--- config.mk ---
export PLATFORM = sky130hd
export DESIGN_NAME = rtc_calendar
export DESIGN_NICKNAME = d
export VERILOG_FILES = /design/src/rtl/rtc_pkg.sv /design/src/rtl/rtc_decode.sv /design/src/rtl/rtc_advance.sv /design/src/rtl/rtc_encode.sv /design/src/rtl/rtc_calendar.sv
export SDC_FILE = /design/constraint.sdc
export NUM_CORES = 1
export LEC_CHECK = 0
export BUFFER_PORTS_ARGS = -buffer_cell sky130_fd_sc_hd__buf_4
export CAP_MARGIN = 20
export CORE_MARGIN = 2
export CORE_UTILIZATION = 42
export DETAILED_ROUTE_END_ITERATION = 10
export GPL_TIMING_DRIVEN = 0
export SYNTH_ARGS = -nofsm -noshare
export SYNTH_HDL_FRONTEND = slang
export SYNTH_SLANG_ARGS = --single-unit
--- constraint.sdc ---
create_clock -name clk_i -period 14.3 [get_ports clk_i]
set_input_delay 0.715 -clock clk_i [delete_from_list [all_inputs] [get_ports clk_i]]
set_output_delay 0.715 -clock clk_i [all_outputs]
set_load 0.005 [all_outputs]
--- src/rtl/rtc_pkg.sv ---
package rtc_pkg;
  localparam int BYTE_W      = 8;
  localparam int NUM_BYTES   = 7;
  localparam int SEL_W       = $clog2(NUM_BYTES);
  localparam int SEC_LAST    = 59;
  localparam int HR_LAST     = 23;
  localparam int WDAY_LAST   = 7;
  localparam int MON_LAST    = 12;
  localparam int YR_LAST     = 99;
  localparam int LEAP_PERIOD = 4;
  localparam int DST_HOUR    = 1;
  localparam int SPRING_MON  = 4;
  localparam int FALL_MON    = 10;
  localparam int SPRING_DAY_MAX = 7;
  localparam int FALL_DAY_MIN   = 25;

  // decoded time, plain binary
  typedef struct packed {
    logic [6:0] yr;
    logic [3:0] mon;
    logic [4:0] mday;
    logic [2:0] wday;
    logic [4:0] hr;
    logic [5:0] min;
    logic [5:0] sec;
  } tm_t;

  function automatic logic [6:0] dec_byte(input logic [BYTE_W-1:0] b, input logic bin);
    if (bin) return b[6:0];
    return 7'(b[7:4]) * 7'd10 + 7'(b[3:0]);
  endfunction

  function automatic logic [BYTE_W-1:0] enc_byte(input logic [6:0] v, input logic bin);
    logic [6:0] tens;
    logic [6:0] units;
    tens  = v / 7'd10;
    units = v % 7'd10;
    if (bin) return {1'b0, v};
    return {tens[3:0], units[3:0]};
  endfunction

  function automatic logic [4:0] month_len(input logic [3:0] mon, input logic [6:0] yr);
    case (mon)
      4'd2:                       month_len = ((yr % 7'(LEAP_PERIOD)) == 7'd0) ? 5'd29 : 5'd28;
      4'd4, 4'd6, 4'd9, 4'd11:    month_len = 5'd30;
      default:                    month_len = 5'd31;
    endcase
  endfunction
endpackage

--- src/rtl/rtc_decode.sv ---
module rtc_decode
  import rtc_pkg::*;
(
  input  logic [NUM_BYTES-1:0][BYTE_W-1:0] bytes_i,
  input  logic                             bin_i,
  input  logic                             hr24_i,
  output tm_t                              tm_o
);
  logic [6:0] h12;
  logic [6:0] h24;
  logic [BYTE_W-1:0] hb;

  assign hb = bytes_i[2];

  always_comb begin
    h12 = dec_byte({1'b0, hb[6:0]}, bin_i);
    if (hr24_i)          h24 = dec_byte(hb, bin_i);
    else if (h12 == 7'd12) h24 = hb[7] ? 7'd12 : 7'd0;
    else                 h24 = h12 + (hb[7] ? 7'd12 : 7'd0);
  end

  always_comb begin
    tm_o.sec  = 6'(dec_byte(bytes_i[0], bin_i));
    tm_o.min  = 6'(dec_byte(bytes_i[1], bin_i));
    tm_o.hr   = h24[4:0];
    tm_o.wday = 3'(dec_byte(bytes_i[3], bin_i));
    tm_o.mday = 5'(dec_byte(bytes_i[4], bin_i));
    tm_o.mon  = 4'(dec_byte(bytes_i[5], bin_i));
    tm_o.yr   = dec_byte(bytes_i[6], bin_i);
  end
endmodule

--- src/rtl/rtc_advance.sv ---
module rtc_advance
  import rtc_pkg::*;
(
  input  tm_t  cur_i,
  input  logic dst_en_i,
  input  logic fell_i,
  output tm_t  nxt_o,
  output logic day_roll_o,
  output logic fall_hit_o
);
  logic sec_wrap, min_wrap, hr_wrap, hour_end, sunday, at_dst_hr;
  logic spring, fall;

  assign sec_wrap  = cur_i.sec >= 6'(SEC_LAST);
  assign min_wrap  = cur_i.min >= 6'(SEC_LAST);
  assign hr_wrap   = cur_i.hr  >= 5'(HR_LAST);
  assign hour_end  = sec_wrap && min_wrap;
  assign sunday    = cur_i.wday == 3'd1;
  assign at_dst_hr = dst_en_i && hour_end && sunday && (cur_i.hr == 5'(DST_HOUR));
  assign spring    = at_dst_hr && (cur_i.mon == 4'(SPRING_MON)) &&
                     (cur_i.mday <= 5'(SPRING_DAY_MAX));
  assign fall      = at_dst_hr && (cur_i.mon == 4'(FALL_MON)) &&
                     (cur_i.mday >= 5'(FALL_DAY_MIN)) && !fell_i;

  always_comb begin
    nxt_o      = cur_i;
    day_roll_o = 1'b0;
    fall_hit_o = 1'b0;
    nxt_o.sec  = sec_wrap ? 6'd0 : cur_i.sec + 6'd1;
    if (sec_wrap) nxt_o.min = min_wrap ? 6'd0 : cur_i.min + 6'd1;
    if (hour_end) begin
      if (spring)       nxt_o.hr = 5'(DST_HOUR + 2);
      else if (fall) begin
        nxt_o.hr   = 5'(DST_HOUR);
        fall_hit_o = 1'b1;
      end else if (hr_wrap) begin
        nxt_o.hr   = 5'd0;
        day_roll_o = 1'b1;
      end else      nxt_o.hr = cur_i.hr + 5'd1;
    end
    if (day_roll_o) begin
      nxt_o.wday = (cur_i.wday >= 3'(WDAY_LAST)) ? 3'd1 : cur_i.wday + 3'd1;
      if (cur_i.mday >= month_len(cur_i.mon, cur_i.yr)) begin
        nxt_o.mday = 5'd1;
        if (cur_i.mon >= 4'(MON_LAST)) begin
          nxt_o.mon = 4'd1;
          nxt_o.yr  = (cur_i.yr >= 7'(YR_LAST)) ? 7'd0 : cur_i.yr + 7'd1;
        end else nxt_o.mon = cur_i.mon + 4'd1;
      end else nxt_o.mday = cur_i.mday + 5'd1;
    end
  end
endmodule

--- src/rtl/rtc_encode.sv ---
module rtc_encode
  import rtc_pkg::*;
(
  input  tm_t                              tm_i,
  input  logic                             bin_i,
  input  logic                             hr24_i,
  output logic [NUM_BYTES-1:0][BYTE_W-1:0] bytes_o
);
  logic [6:0] hr7;
  logic [6:0] h12;
  logic [BYTE_W-1:0] h12_enc;

  assign hr7 = {2'b00, tm_i.hr};

  always_comb begin
    if (hr7 == 7'd0)       h12 = 7'd12;
    else if (hr7 > 7'd12)  h12 = hr7 - 7'd12;
    else                   h12 = hr7;
    h12_enc = enc_byte(h12, bin_i);
  end

  always_comb begin
    bytes_o[0] = enc_byte({1'b0, tm_i.sec}, bin_i);
    bytes_o[1] = enc_byte({1'b0, tm_i.min}, bin_i);
    bytes_o[2] = hr24_i ? enc_byte(hr7, bin_i) : {(hr7 >= 7'd12), h12_enc[6:0]};
    bytes_o[3] = enc_byte({4'd0, tm_i.wday}, bin_i);
    bytes_o[4] = enc_byte({2'd0, tm_i.mday}, bin_i);
    bytes_o[5] = enc_byte({3'd0, tm_i.mon}, bin_i);
    bytes_o[6] = enc_byte(tm_i.yr, bin_i);
  end
endmodule

--- src/rtl/rtc_calendar.sv ---
module rtc_calendar
  import rtc_pkg::*;
(
  input  logic              clk_i,
  input  logic              rst_ni,
  input  logic              tick_i,
  input  logic              fmt_bin_i,
  input  logic              hr24_i,
  input  logic              dst_en_i,
  input  logic              freeze_i,
  input  logic              wr_en_i,
  input  logic [SEL_W-1:0]  wr_sel_i,
  input  logic [BYTE_W-1:0] wr_data_i,
  output logic [BYTE_W-1:0] sec_o,
  output logic [BYTE_W-1:0] min_o,
  output logic [BYTE_W-1:0] hour_o,
  output logic [BYTE_W-1:0] wday_o,
  output logic [BYTE_W-1:0] mday_o,
  output logic [BYTE_W-1:0] month_o,
  output logic [BYTE_W-1:0] year_o,
  output logic              done_o
);
  localparam logic [NUM_BYTES-1:0][BYTE_W-1:0] RST_BYTES =
    {8'h00, 8'h01, 8'h01, 8'h01, 8'h00, 8'h00, 8'h00};

  logic [BYTE_W-1:0] wrk_q [NUM_BYTES];
  logic [BYTE_W-1:0] usr_q [NUM_BYTES];
  logic [NUM_BYTES-1:0][BYTE_W-1:0] wrk_vec, wrk_adv;
  tm_t  cur_tm, nxt_tm;
  logic day_roll, fall_hit, fell_q, done_q;

  rtc_decode u_dec (
    .bytes_i (wrk_vec),
    .bin_i   (fmt_bin_i),
    .hr24_i  (hr24_i),
    .tm_o    (cur_tm)
  );

  rtc_advance u_adv (
    .cur_i      (cur_tm),
    .dst_en_i   (dst_en_i),
    .fell_i     (fell_q),
    .nxt_o      (nxt_tm),
    .day_roll_o (day_roll),
    .fall_hit_o (fall_hit)
  );

  rtc_encode u_enc (
    .tm_i    (nxt_tm),
    .bin_i   (fmt_bin_i),
    .hr24_i  (hr24_i),
    .bytes_o (wrk_adv)
  );

  for (genvar g = 0; g < NUM_BYTES; g++) begin : g_lane
    logic hit;
    assign hit        = wr_en_i && (wr_sel_i == SEL_W'(g));
    assign wrk_vec[g] = wrk_q[g];
    always_ff @(posedge clk_i or negedge rst_ni) begin
      if (!rst_ni) begin
        wrk_q[g] <= RST_BYTES[g];
        usr_q[g] <= RST_BYTES[g];
      end else if (hit) begin
        wrk_q[g] <= wr_data_i;
        usr_q[g] <= wr_data_i;
      end else begin
        if (tick_i)              wrk_q[g] <= wrk_adv[g];
        if (tick_i && !freeze_i) usr_q[g] <= wrk_adv[g];
      end
    end
  end

  // fall-back happens once per date
  always_ff @(posedge clk_i or negedge rst_ni) begin
    if (!rst_ni) begin
      fell_q <= 1'b0;
      done_q <= 1'b0;
    end else begin
      done_q <= tick_i && !freeze_i;
      if (tick_i) begin
        if (day_roll)      fell_q <= 1'b0;
        else if (fall_hit) fell_q <= 1'b1;
      end
    end
  end

  assign sec_o   = usr_q[0];
  assign min_o   = usr_q[1];
  assign hour_o  = usr_q[2];
  assign wday_o  = usr_q[3];
  assign mday_o  = usr_q[4];
  assign month_o = usr_q[5];
  assign year_o  = usr_q[6];
  assign done_o  = done_q;
endmodule

==> summary.md <==
| Metric | Value |
|---|---|
| TritonCTS buffer count | 9 |
| Critical path class | in2reg |
| Final core occ | 0.4776 |
| Syn Inst Count | 1248 |
| CORE AREA | 0.02425 mm2 |
| Max_slew headroom | 0.2620 |
| FF/Latch Area | 0.002760 mm2 |
| Routed wire per std cell | 22.11 um |
| First-pass GRT wire length | 57.18 mm |
| Rows | 57 |
| Post-CTS resize count | 0 |
| Layout cells sized above 1 | 0.1456 |
| EDFF count, synth | 0 |
| CTS max path bufs | 2 |
| Unique masters post-synth | 108 |
| Arr. time, crit path | 7.91 ns |
| Setup TNS | 0 ns |
| Total Nets Final | 1419 |
| Fin. Hold Viols | 0 |
| Hpwl dp | 27.16 mm |
| HP Class | in2async |
| CTS Hold Buffers Added | 0 |
| Area Overhead vs Synth | 11.98% |
| RSZ-0062 raised after global routing | false |
| Worst slack at placement | 6.450 ns |
| Clock Tree Root | clkbuf_16 |
| Critical-path maximum fanout | 10 |
| Drt first pass iters | 6 |
| Routed vias/inst | 6.249 |
| Synth async-reset ratio | 1.000 |
| Antenna violations before repair | 1 |
| Final Max Tran Viols | 0 |
| Worst path slowest cell | a2111oi_0 |
| Post-CTS Setup Repair Bufs | 0 |
| Chip width | 160.9 um |
| Final period util | 0.5364 |
| CTS tree | done |
| #FFs+latches synth | 110 |
| CP required | 14.54 ns |
| Status | complete, no violations |
| Die Span Y | 160.9 um |
| Sequential area share after synthesis | 0.2669 |
| Average size of a mapped cell | 8.286 um2 |
| Slowest cell delay on critical path | 0.92 ns |
| Drc violations | 0 |
| Post-Syn Area | 0.01034 mm2 |
| Fillers | 2469 |
| Final setup vio count | 0 |
| Crit end category | flip-flop |
| Die area | 0.02589 mm2 |
| Post-DRT Antenna Nets | 0 |
| Multi-input gate area | 0.007062 mm2 |
| Crit path time final | 7.670 ns |
| Syn Nets | 1340 |
| Largest net degree at the start of global routing | 75 |
| Initial drt markers | 849 |
| Syn. warnings | 0 |
| Port Buffers | 66 |
| Clock-pin transition on the worst setup and hold timing paths | 0.09 ns |
| Vias in the first global route | 9812 |
| Ys flop type | dfrtp_1 |
| GR Util All Layers | 0.2839 |
| Clock Skew | 0.01531 ns |
| Final wirelength | 36.64 mm |
| Starting Density | 0.4265 |
| H-tree depth | 3 |
| Least-Margin Pin Slew | 1.107 ns |
| Final global-route overflow total | 0 |
| Fmax | 130.4 MHz |
| Final setup margin | 6.630 ns |
| Clock Latency Late Sink | 0.38 ns |
| Routability congestion estimate | 0.9745 |
| DR vias | 10.35k |
| Startpoint type of the worst setup path | input port |
| Clk sink count | 110 |
| # IOs | 76 |
| Max_cap viols | 0 |
layout by cell type (no fill, tap or decap), types with 7 or more instances in the layout:
master / n
nand2_1: 128
o21ai_0: 105
dfrtp_1: 104
nor2_1: 95
a21oi_1: 73
buf_4: 69
ha_1: 65
nand3_1: 53
clkbuf_1: 46
inv_1: 43
mux2_2: 37
nor3_1: 34
a31oi_1: 26
o211ai_1: 21
mux2i_1: 18
o21ai_1: 17
xnor2_1: 16
and2_1: 16
a22o_1: 16
a211oi_1: 15
nand2b_1: 14
o31ai_1: 14
and3_1: 13
a21o_1: 13
o21a_1: 11
nor2b_1: 11
or3_1: 11
buf_6: 9
buf_2: 9
nor4_1: 9
clkbuf_16: 9
nor3b_1: 8
o2111ai_1: 8
o22ai_1: 8
fa_1: 8
a221oi_1: 7
area by class of cell:
type | count | area share
clock inverters | 6 | 0.005186
multi-input cells | 1023 | 0.6098
flip-flops and latches | 110 | 0.2384
plain buffers | 68 | 0.02939
diodes | 1 | 0.0002161
well taps | 324 | 0.03501
clock buffers | 10 | 0.02064
repair buffers | 68 | 0.04592
inverters | 47 | 0.01545
logic make-up (layout without fill, tap and decap cells):
| logic type | after synthesis | after routing | share of synthesized area |
|---|---|---|---|
| simple gates | 438 | 438 | 0.2129 |
| compound gates | 429 | 429 | 0.2863 |
| buf+inv | 115 | 199 | 0.05021 |
| flops | 110 | 110 | 0.2669 |
| fa+ha+maj | 73 | 73 | 0.09413 |
| mux | 57 | 57 | 0.06050 |
| xor+xnor | 26 | 26 | 0.02904 |
| other cells | 0 | 1 | 0 |
through the flow:
| stage | std cells | hold WS [ns] | instance area [um2] |
|---|---|---|---|
| 2_1_floorplan | 1248 | 0.4194 | 10340 |
| 3_3_place_gp | 1638 | 0.4706 | 11240 |
| 3_5_place_dp | 1639 | 0.4721 | 11270 |
| 4_1_cts | 1655 | 0.2493 | 11570 |
| 5_1_grt | 1656 | 0.2549 | 11580 |
| 6_report | 1657 | 0.2260 | 11580 |
routing by layer:
| metal | share of wire | GRT usage |
|---|---|---|
| met5 | 0.00046 | 0 |
| met4 | 0.034 | 0.09821 |
| met3 | 0.077 | 0.05837 |
| met2 | 0.43 | 0.4317 |
| met1 | 0.46 | 0.4015 |
sequential cells by signal, summed over array words and instances (netlist names):
signal   cells
month_o      8
wday_o       8
hour_o       8
min_o        8
wrk_q       52
sec_o        8
year_o       8
fell_q       1
done_o       1
mday_o       8
Yosys cell counts (6+ instances only):
cell / instances / area [um2]
o21a_1: 11 / 82.58
o21ai_0: 105 / 525.5
o22ai_1: 8 / 50.05
xnor2_1: 16 / 140.1
a31oi_1: 26 / 162.7
buf_2: 8 / 40.04
and2_1: 16 / 100.1
mux2i_1: 18 / 180.2
nor4_1: 9 / 56.30
o2111ai_1: 8 / 70.07
nand2_1: 128 / 480.5
fa_1: 8 / 160.2
a31o_2: 6 / 52.55
inv_1: 43 / 161.4
and3_1: 13 / 81.33
a221oi_1: 7 / 61.31
nor3b_1: 8 / 60.06
a21o_1: 13 / 97.59
nor2b_1: 11 / 68.82
o21ai_1: 17 / 85.08
nand2b_1: 14 / 87.58
ha_1: 65 / 813.3
o211ai_1: 21 / 157.7
a22o_1: 16 / 140.1
or3_1: 11 / 68.82
buf_6: 8 / 90.09
nand4_1: 6 / 37.54
nor3_1: 34 / 170.2
o211a_1: 6 / 60.06
mux2_2: 37 / 416.7
a211oi_1: 15 / 112.6
clkbuf_1: 46 / 172.7
a21oi_1: 73 / 365.4
nor2_1: 95 / 356.6
dfstp_2: 6 / 157.7
a21boi_0: 6 / 45.04
dfrtp_1: 104 / 2603
nand3_1: 53 / 265.3
o31ai_1: 14 / 105.1
worst max-delay path: cells and delay by family:
family          cells  cell delay (ns)
mux                 1             0.48
fa+ha+maj           3             0.54
compound gates     11             3.24
buf+inv             8             2.15
simple gates        7             0.78
path summary, 6_finish.rpt:
check	start	endpoint	slack, ns	cells after the start
setup / recovery	fmt_bin_i	year_o[1]$_DFFE_PN0P_	6.63	30
hold / removal	rst_ni	sec_o[4]$_DFFE_PN0P_	0.23	1
setup reg to reg	wrk_q[36]$_DFFE_PN0P_	hour_o[3]$_DFFE_PN0P_	7.23	26
hold reg to reg	year_o[0]$_DFFE_PN0P_	year_o[0]$_DFFE_PN0P_	0.48	2
max in group asynchronous	rst_ni	wrk_q[8]$_DFFE_PN1P_	13.32	2
min in group clk_i	year_o[0]$_DFFE_PN0P_	year_o[0]$_DFFE_PN0P_	0.48	2
Power is left out: the tool's default activity adds up to more than one toggle a clock period on the data nets, which glitch-free logic cannot reach.
